<file path="src/rtl/dtmf_pkg.sv">
package dtmf_pkg;

  localparam int unsigned TONES_PER_BAND = 4;

  // Nominal frequency of tone idx in band grp (0 = low band, 1 = high band)
  function automatic int unsigned tone_hz(input int unsigned grp, input int unsigned idx);
    int unsigned hz;
    case (idx)
      0:       hz = (grp == 0) ? 697 : 1209;
      1:       hz = (grp == 0) ? 770 : 1336;
      2:       hz = (grp == 0) ? 852 : 1477;
      default: hz = (grp == 0) ? 941 : 1633;
    endcase
    return hz;
  endfunction

  // Shortest accepted period: frequency about 2.5% above nominal
  function automatic int unsigned per_min(input int unsigned clk_hz, input int unsigned hz);
    longint unsigned num;
    num = 64'(clk_hz) * 64'd40;
    return 32'(num / (64'(hz) * 64'd41));
  endfunction

  // Longest accepted period: frequency about 2.5% below nominal
  function automatic int unsigned per_max(input int unsigned clk_hz, input int unsigned hz);
    longint unsigned num;
    num = 64'(clk_hz) * 64'd40;
    return 32'(num / (64'(hz) * 64'd39));
  endfunction

  // Row/column to 4-bit key code; column 3 gives A..D, where D wraps to 0
  function automatic logic [3:0] key_code(input logic [1:0] row, input logic [1:0] col);
    logic [3:0] k;
    if (col == 2'd3)      k = 4'd13 + {2'b00, row};
    else if (row == 2'd3) k = (col == 2'd0) ? 4'd11 : ((col == 2'd1) ? 4'd10 : 4'd12);
    else                  k = {row, 2'b00} - {2'b00, row} + {2'b00, col} + 4'd1;
    return k;
  endfunction

endpackage

</file>
<file path="src/rtl/dtmf_period_meter.sv">
module dtmf_period_meter #(
  parameter int unsigned CNT_W   = 14,
  parameter int unsigned TIMEOUT = 1000
) (
  input  logic             clk,
  input  logic             rst_n,
  input  logic             pd,
  input  logic             tone_in,
  output logic             meas_v,
  output logic [CNT_W-1:0] meas,
  output logic             stale
);
  localparam logic [CNT_W-1:0] TO_C = CNT_W'(TIMEOUT);

  logic [1:0]       sync_q, sync_d;
  logic             prev_q, prev_d;
  logic [CNT_W-1:0] cnt_q, cnt_d;
  logic             armed_q, armed_d;
  logic             mv_q, mv_d;
  logic [CNT_W-1:0] m_q, m_d;
  logic             rise;

  assign rise   = sync_q[1] & ~prev_q;
  assign stale  = (cnt_q >= TO_C);
  assign meas_v = mv_q;
  assign meas   = m_q;

  always_comb begin
    sync_d  = {sync_q[0], tone_in};
    prev_d  = sync_q[1];
    cnt_d   = cnt_q;
    armed_d = armed_q;
    mv_d    = 1'b0;
    m_d     = m_q;
    if (pd) begin
      sync_d  = 2'b00;
      prev_d  = 1'b0;
      cnt_d   = '0;
      armed_d = 1'b0;
    end else if (rise) begin
      // the first edge after silence only arms the meter
      mv_d    = armed_q;
      m_d     = cnt_q;
      cnt_d   = {{(CNT_W-1){1'b0}}, 1'b1};
      armed_d = 1'b1;
    end else if (!stale) begin
      cnt_d   = cnt_q + 1'b1;
    end else begin
      armed_d = 1'b0;
    end
  end

  always_ff @(posedge clk or negedge rst_n) begin
    if (!rst_n) begin
      sync_q  <= 2'b00;
      prev_q  <= 1'b0;
      cnt_q   <= '0;
      armed_q <= 1'b0;
      mv_q    <= 1'b0;
      m_q     <= '0;
    end else begin
      sync_q  <= sync_d;
      prev_q  <= prev_d;
      cnt_q   <= cnt_d;
      armed_q <= armed_d;
      mv_q    <= mv_d;
      m_q     <= m_d;
    end
  end

endmodule

</file>
<file path="src/rtl/dtmf_tone_class.sv">
module dtmf_tone_class #(
  parameter int unsigned GRP     = 0,
  parameter int unsigned CLK_HZ  = 3579545,
  parameter int unsigned CNT_W   = 14,
  parameter int unsigned RUN_LEN = 4
) (
  input  logic             clk,
  input  logic             rst_n,
  input  logic             pd,
  input  logic             meas_v,
  input  logic [CNT_W-1:0] meas,
  input  logic             stale,
  output logic             valid,
  output logic [1:0]       idx
);
  localparam int unsigned NT = dtmf_pkg::TONES_PER_BAND;
  localparam int unsigned RW = $clog2(RUN_LEN + 1);
  localparam logic [RW-1:0] RUN_C = RW'(RUN_LEN);

  logic [NT-1:0]  hit;
  logic [1:0]     hit_idx;
  logic [RW-1:0]  run_q, run_d;
  logic [1:0]     idx_q, idx_d;

  for (genvar i = 0; i < NT; i++) begin : g_win
    localparam int unsigned NOM = dtmf_pkg::tone_hz(GRP, i);
    localparam logic [CNT_W-1:0] LO = CNT_W'(dtmf_pkg::per_min(CLK_HZ, NOM));
    localparam logic [CNT_W-1:0] HI = CNT_W'(dtmf_pkg::per_max(CLK_HZ, NOM));
    assign hit[i] = (meas >= LO) && (meas <= HI);
  end

  // windows are disjoint, so at most one bit of hit is set
  always_comb begin
    hit_idx = 2'd0;
    for (int i = 0; i < NT; i++) begin
      if (hit[i]) hit_idx = 2'(i);
    end
  end

  always_comb begin
    run_d = run_q;
    idx_d = idx_q;
    if (pd || stale) begin
      run_d = '0;
    end else if (meas_v) begin
      if (|hit) begin
        if ((run_q != '0) && (hit_idx == idx_q)) begin
          run_d = (run_q == RUN_C) ? run_q : run_q + 1'b1;
        end else begin
          run_d = {{(RW-1){1'b0}}, 1'b1};
          idx_d = hit_idx;
        end
      end else begin
        run_d = '0;
      end
    end
  end

  always_ff @(posedge clk or negedge rst_n) begin
    if (!rst_n) begin
      run_q <= '0;
      idx_q <= 2'd0;
    end else begin
      run_q <= run_d;
      idx_q <= idx_d;
    end
  end

  assign valid = (run_q == RUN_C);
  assign idx   = idx_q;

endmodule

</file>
<file path="src/rtl/dtmf_pair_decoder.sv">
module dtmf_pair_decoder #(
  parameter int unsigned CLK_HZ  = 3579545,
  parameter int unsigned RUN_LEN = 4
) (
  input  logic       clk,
  input  logic       rst_n,
  input  logic       pwr_dn,
  input  logic       tone_lo,
  input  logic       tone_hi,
  output logic       est,
  output logic [3:0] key_code
);
  localparam int unsigned TO_LO = dtmf_pkg::per_max(CLK_HZ, dtmf_pkg::tone_hz(0, 0)) * 3 / 2;
  localparam int unsigned TO_HI = dtmf_pkg::per_max(CLK_HZ, dtmf_pkg::tone_hz(1, 0)) * 3 / 2;
  localparam int unsigned CNT_W = $clog2(TO_LO + 1);

  logic [1:0] rst_pipe;
  logic       srst_n;
  logic [1:0] tin;
  logic [1:0] grp_valid;
  logic [1:0] grp_idx [2];
  logic       lo_valid, hi_valid;
  logic       est_q, est_d;
  logic [3:0] code_q, code_d;

  always_ff @(posedge clk or negedge rst_n) begin
    if (!rst_n) rst_pipe <= 2'b00;
    else        rst_pipe <= {rst_pipe[0], 1'b1};
  end
  assign srst_n = rst_pipe[1];

  assign tin = {tone_hi, tone_lo};

  for (genvar g = 0; g < 2; g++) begin : g_band
    localparam int unsigned TO = (g == 0) ? TO_LO : TO_HI;
    logic             mv;
    logic [CNT_W-1:0] mp;
    logic             stl;

    dtmf_period_meter #(.CNT_W(CNT_W), .TIMEOUT(TO)) meter_i (
      .clk(clk), .rst_n(srst_n), .pd(pwr_dn), .tone_in(tin[g]),
      .meas_v(mv), .meas(mp), .stale(stl)
    );

    dtmf_tone_class #(.GRP(g), .CLK_HZ(CLK_HZ), .CNT_W(CNT_W), .RUN_LEN(RUN_LEN)) class_i (
      .clk(clk), .rst_n(srst_n), .pd(pwr_dn), .meas_v(mv), .meas(mp), .stale(stl),
      .valid(grp_valid[g]), .idx(grp_idx[g])
    );
  end

  assign lo_valid = grp_valid[0];
  assign hi_valid = grp_valid[1];

  always_comb begin
    est_d  = lo_valid & hi_valid & ~pwr_dn;
    code_d = est_d ? dtmf_pkg::key_code(grp_idx[0], grp_idx[1]) : 4'h0;
  end

  always_ff @(posedge clk or negedge srst_n) begin
    if (!srst_n) begin
      est_q  <= 1'b0;
      code_q <= 4'h0;
    end else begin
      est_q  <= est_d;
      code_q <= code_d;
    end
  end

  assign est      = est_q;
  assign key_code = code_q;

endmodule

</file>
<file path="config.mk">
export PLATFORM = sky130hd
export DESIGN_NAME = dtmf_pair_decoder
export DESIGN_NICKNAME = d
export VERILOG_FILES = /design/src/rtl/dtmf_pkg.sv /design/src/rtl/dtmf_period_meter.sv /design/src/rtl/dtmf_tone_class.sv /design/src/rtl/dtmf_pair_decoder.sv
export SDC_FILE = /design/constraint.sdc
export NUM_CORES = 1
export LEC_CHECK = 0
export BUFFER_PORTS_ARGS = -buffer_cell sky130_fd_sc_hd__buf_2
export CAP_MARGIN = 20
export CORE_MARGIN = 3
export CORE_UTILIZATION = 63
export CTS_CLUSTER_SIZE = 30
export DETAILED_ROUTE_END_ITERATION = 6
export HOLD_SLACK_MARGIN = 0.12
export PLACE_DENSITY_LB_ADDON = 0.1
export SYNTH_ARGS = -nofsm -noshare
export SYNTH_HDL_FRONTEND = slang
export SYNTH_SLANG_ARGS = --single-unit
</file>
<file path="constraint.sdc">
create_clock -name clk -period 7 [get_ports clk]
set_input_delay 1.4 -clock clk [delete_from_list [all_inputs] [get_ports clk]]
set_output_delay 1.4 -clock clk [all_outputs]
set_load 0.01 [all_outputs]
</file>
==> qor.yml <==
finish:
  mostFrequentLayoutCell: "dfrtp_1"
  fin_util_pct: 70.17
  diodes: 0
  areaGrowthSynthToFinish_pct: 6.853
  drive_above_1_share_pct: 9.382
  fin_nets: 450
  fill_cells: 517
  most-common-layout-cells: "dfrtp_1, nor2_1, nand2_1"
sta:
  slew-limit-headroom_pct: 32.53
  fin_crit_sh_pct: 42.83
  final.setup.tns_ps: 0
  final-setup-viol-count: 0
  whs_ps: 364.1
  rsz0062_at_grt: "no"
  finalCriticalPeriod_ps: 2998
  fin_worst_skew_ps: 11.73
  worstMarginPinSlew_ps: 1008
  hold_viol_final: 0
  drv_slew: 0
  max_freq_mhz: 333.5
synthesis:
  syn_inst: 425
  syn_area_sq_um: 4218
  synth_warnings: 0
  synthArstFlopShare_pct: 100.0
  synth.distinct_cells: 61
  synth_edf_count: 0
  synth_seq_area_share_pct: 46.87
  synth-main-ff-cell: "dfrtp_1"
  ys_seq_elements: 79
  avgSynthCellArea_sq_um: 9.924
  synth_nets: 443
floorplanning:
  core_sq_um: 6422
  fp-row-count: 29
  io_pins: 10
  die_area_sq_um: 7712
  die_w_um: 87.82
  initial_core_util_pct: 65.67
  die_y_um: 87.82
global_route:
  grt_pass1_vias: 2997
  grt_use_total_pct: 22.15
  grt_antenna_before_repair: 0
  grt_max_degree: 78
  grt_pass1_wl_um: 13530
  overflow: 0
routing:
  drt_first_iter_violations: 187
  wl_um: 7687
  first_pass_iters: 4
  drc: 0
  vias: 3138
  antenna_left: 0
  detail_route.vias_per_cell: 6.105
  post_drt_wl_per_cell_um: 14.96
critical_path:
  cpLargestDelayFamily: "simple AND/OR/NAND/NOR gates"
  critPathSlowestCell: "or4b_4"
  required_ps: 7240
  worst-path-buf-inv: 0
  arrival_ps: 3240
  crit_type: "reg -> reg"
  cp_cell_sequence: "or3b_1 > or4b_4 > a2111oi_4 > nor3_2 > mux2_4 > or3b_1 > a211oi_1"
  crit_path_max_fanout: 11
  startpoint_type: "register"
  end_kind: "register"
  max_stage_delay_ps: 530
  cpMostUsedCell: "or3b_1"
pwr:
  p_int_uw: 633.3
  p_clk_share_pct: 35.9
  switching_share_pct: 23.88
  pwr-share-seq_pct: 59.2
  power_leakage_uw: 0.002070
  ir_drop_mv: 0.1473
  netSwitchingPower_uw: 198.7
  comb_power_share_pct: 4.9
  powerDensity_nw_per_um2: 184.6
clocking:
  cts_max_path_buffers: 2
  cts_hold_buf: 0
  insertion_delay_ps: 340
  post_cts_buffers: 0
  post_cts_resized: 0
  cts_buffers: 9
  clkSinkCount: 79
  path_clk_slew_ps: 80
  cts_tree: "built"
  cts-root-buf: "clkbuf_8"
  cts_max_level: 3
run_status:
  status: "complete, no violations"
place:
  gp_congestion: 0.8989
  dpl.hpwl_um: 5483
  port_buffers: 9
worst_hold_path:
  hold_path.class: "reg -> reg"
job:
  drv_cap: 0
per-stage QoR:
step                      instances  cell area [sq um]  total power [uW]  worst slack, ps
final                           514               4507             831.9             4002
after detailed placement        497               4324             542.1             3885
after CTS                       513               4499             840.8             4008
after global routing            514               4507             870.4             3844
after floorplan                 425               4218             528.0             4216
after global placement          497               4324             540.2             3987
cell type report:
class	instances	area (sq um)	area share [%]
Timing Repair Buffer	12	67.56	1.499
Clock buffer	12	155.1	3.443
Inverter	21	78.83	1.749
Multi-Input combinational cell	309	2108	46.78
Sequential cell	79	1981	43.95
Clock inverter	4	20.02	0.4442
Tap cell	77	96.34	2.138
sequential cells by signal, indices dropped and copies added (netlist names):
| register | flops |
|---|---|
| g_band.meter_i.armed_q | 2 |
| g_band.meter_i.sync_q | 4 |
| g_band.class_i.run_q | 6 |
| g_band.meter_i.meas | 26 |
| g_band.meter_i.prev_q | 2 |
| g_band.meter_i.meas_v | 2 |
| rst_pipe | 2 |
| key_code | 4 |
| est | 1 |
| g_band.meter_i.cnt_q | 26 |
| g_band.class_i.idx | 4 |
cell usage after synthesis, drive strengths merged, types with 3 or more instances:
cell type,instances,share of area [%]
nand3b,4,0.71
inv,21,1.9
nand2,30,2.7
nor4b,3,0.62
nor2,36,3.2
and3,9,1.3
o31ai,7,1.2
mux2,25,6.8
xor2,16,3.3
o21ai,21,2.5
a2111oi,5,1.5
nor3,8,1.1
ha,12,3.6
nor2b,13,1.9
xnor2,4,0.83
nand2b,8,1.2
dfrtp,79,47
nor4,5,0.74
nand3,14,1.7
a21oi,22,2.6
clkbuf,15,1.3
or3,8,1.2
nand4,12,1.8
a211oi,6,1.2
and2,4,0.59
cells by family (layout without fill, tap and decap cells):
group | Yosys count | count (layout) | synth area share (%)
buf+inv | 37 | 49 | 3.322
compound gates | 83 | 83 | 13.20
fa+ha+maj | 13 | 13 | 4.034
simple gates | 165 | 165 | 21.09
xor+xnor | 20 | 20 | 4.153
mux | 27 | 27 | 7.238
flops | 79 | 79 | 46.87
other cells | 1 | 1 | 0.08891
power by group through the flow:
stage / Combinational, uW / Sequential [uW] / Clock (uW)
2_1_floorplan: 33.3 / 495 / 0
3_3_place_gp: 38.6 / 502 / 0
3_5_place_dp: 40.3 / 502 / 0
4_1_cts: 40.7 / 493 / 307
5_1_grt: 47.2 / 497 / 327
6_report: 40.8 / 492 / 299
metal layers:
layer | global-route usage [%] | wire, um | vias to the layer above
li1 | - | - | 1542
met1 | 32.23 | 3840 | 1518
met2 | 33.22 | 3459 | 62
met3 | 3.481 | 245 | 16
met4 | 9.205 | 140 | 0
met5 | 0 | 0 | -
worst paths after layout:
| kind | startpoint | slack [ps] | cells past startpoint | end |
|---|---|---|---|---|
| max | g_band[1].meter_i.meas[7] | 4000 | 7 | g_band[1].class_i.run_q[2] |
| min | rst_pipe[0] | 360 | 0 | rst_pipe[1] |
| max reg2reg | g_band[1].meter_i.meas[7] | 4000 | 7 | g_band[1].class_i.run_q[2] |
| min reg2reg | rst_pipe[0] | 360 | 0 | rst_pipe[1] |
| max in group asynchronous | rst_pipe[1] | 5890 | 0 | key_code[3] |
| min in group asynchronous | rst_pipe[1] | 480 | 0 | g_band[1].meter_i.cnt_q[8] |
No activity file was read; power rests on OpenSTA's default activity.
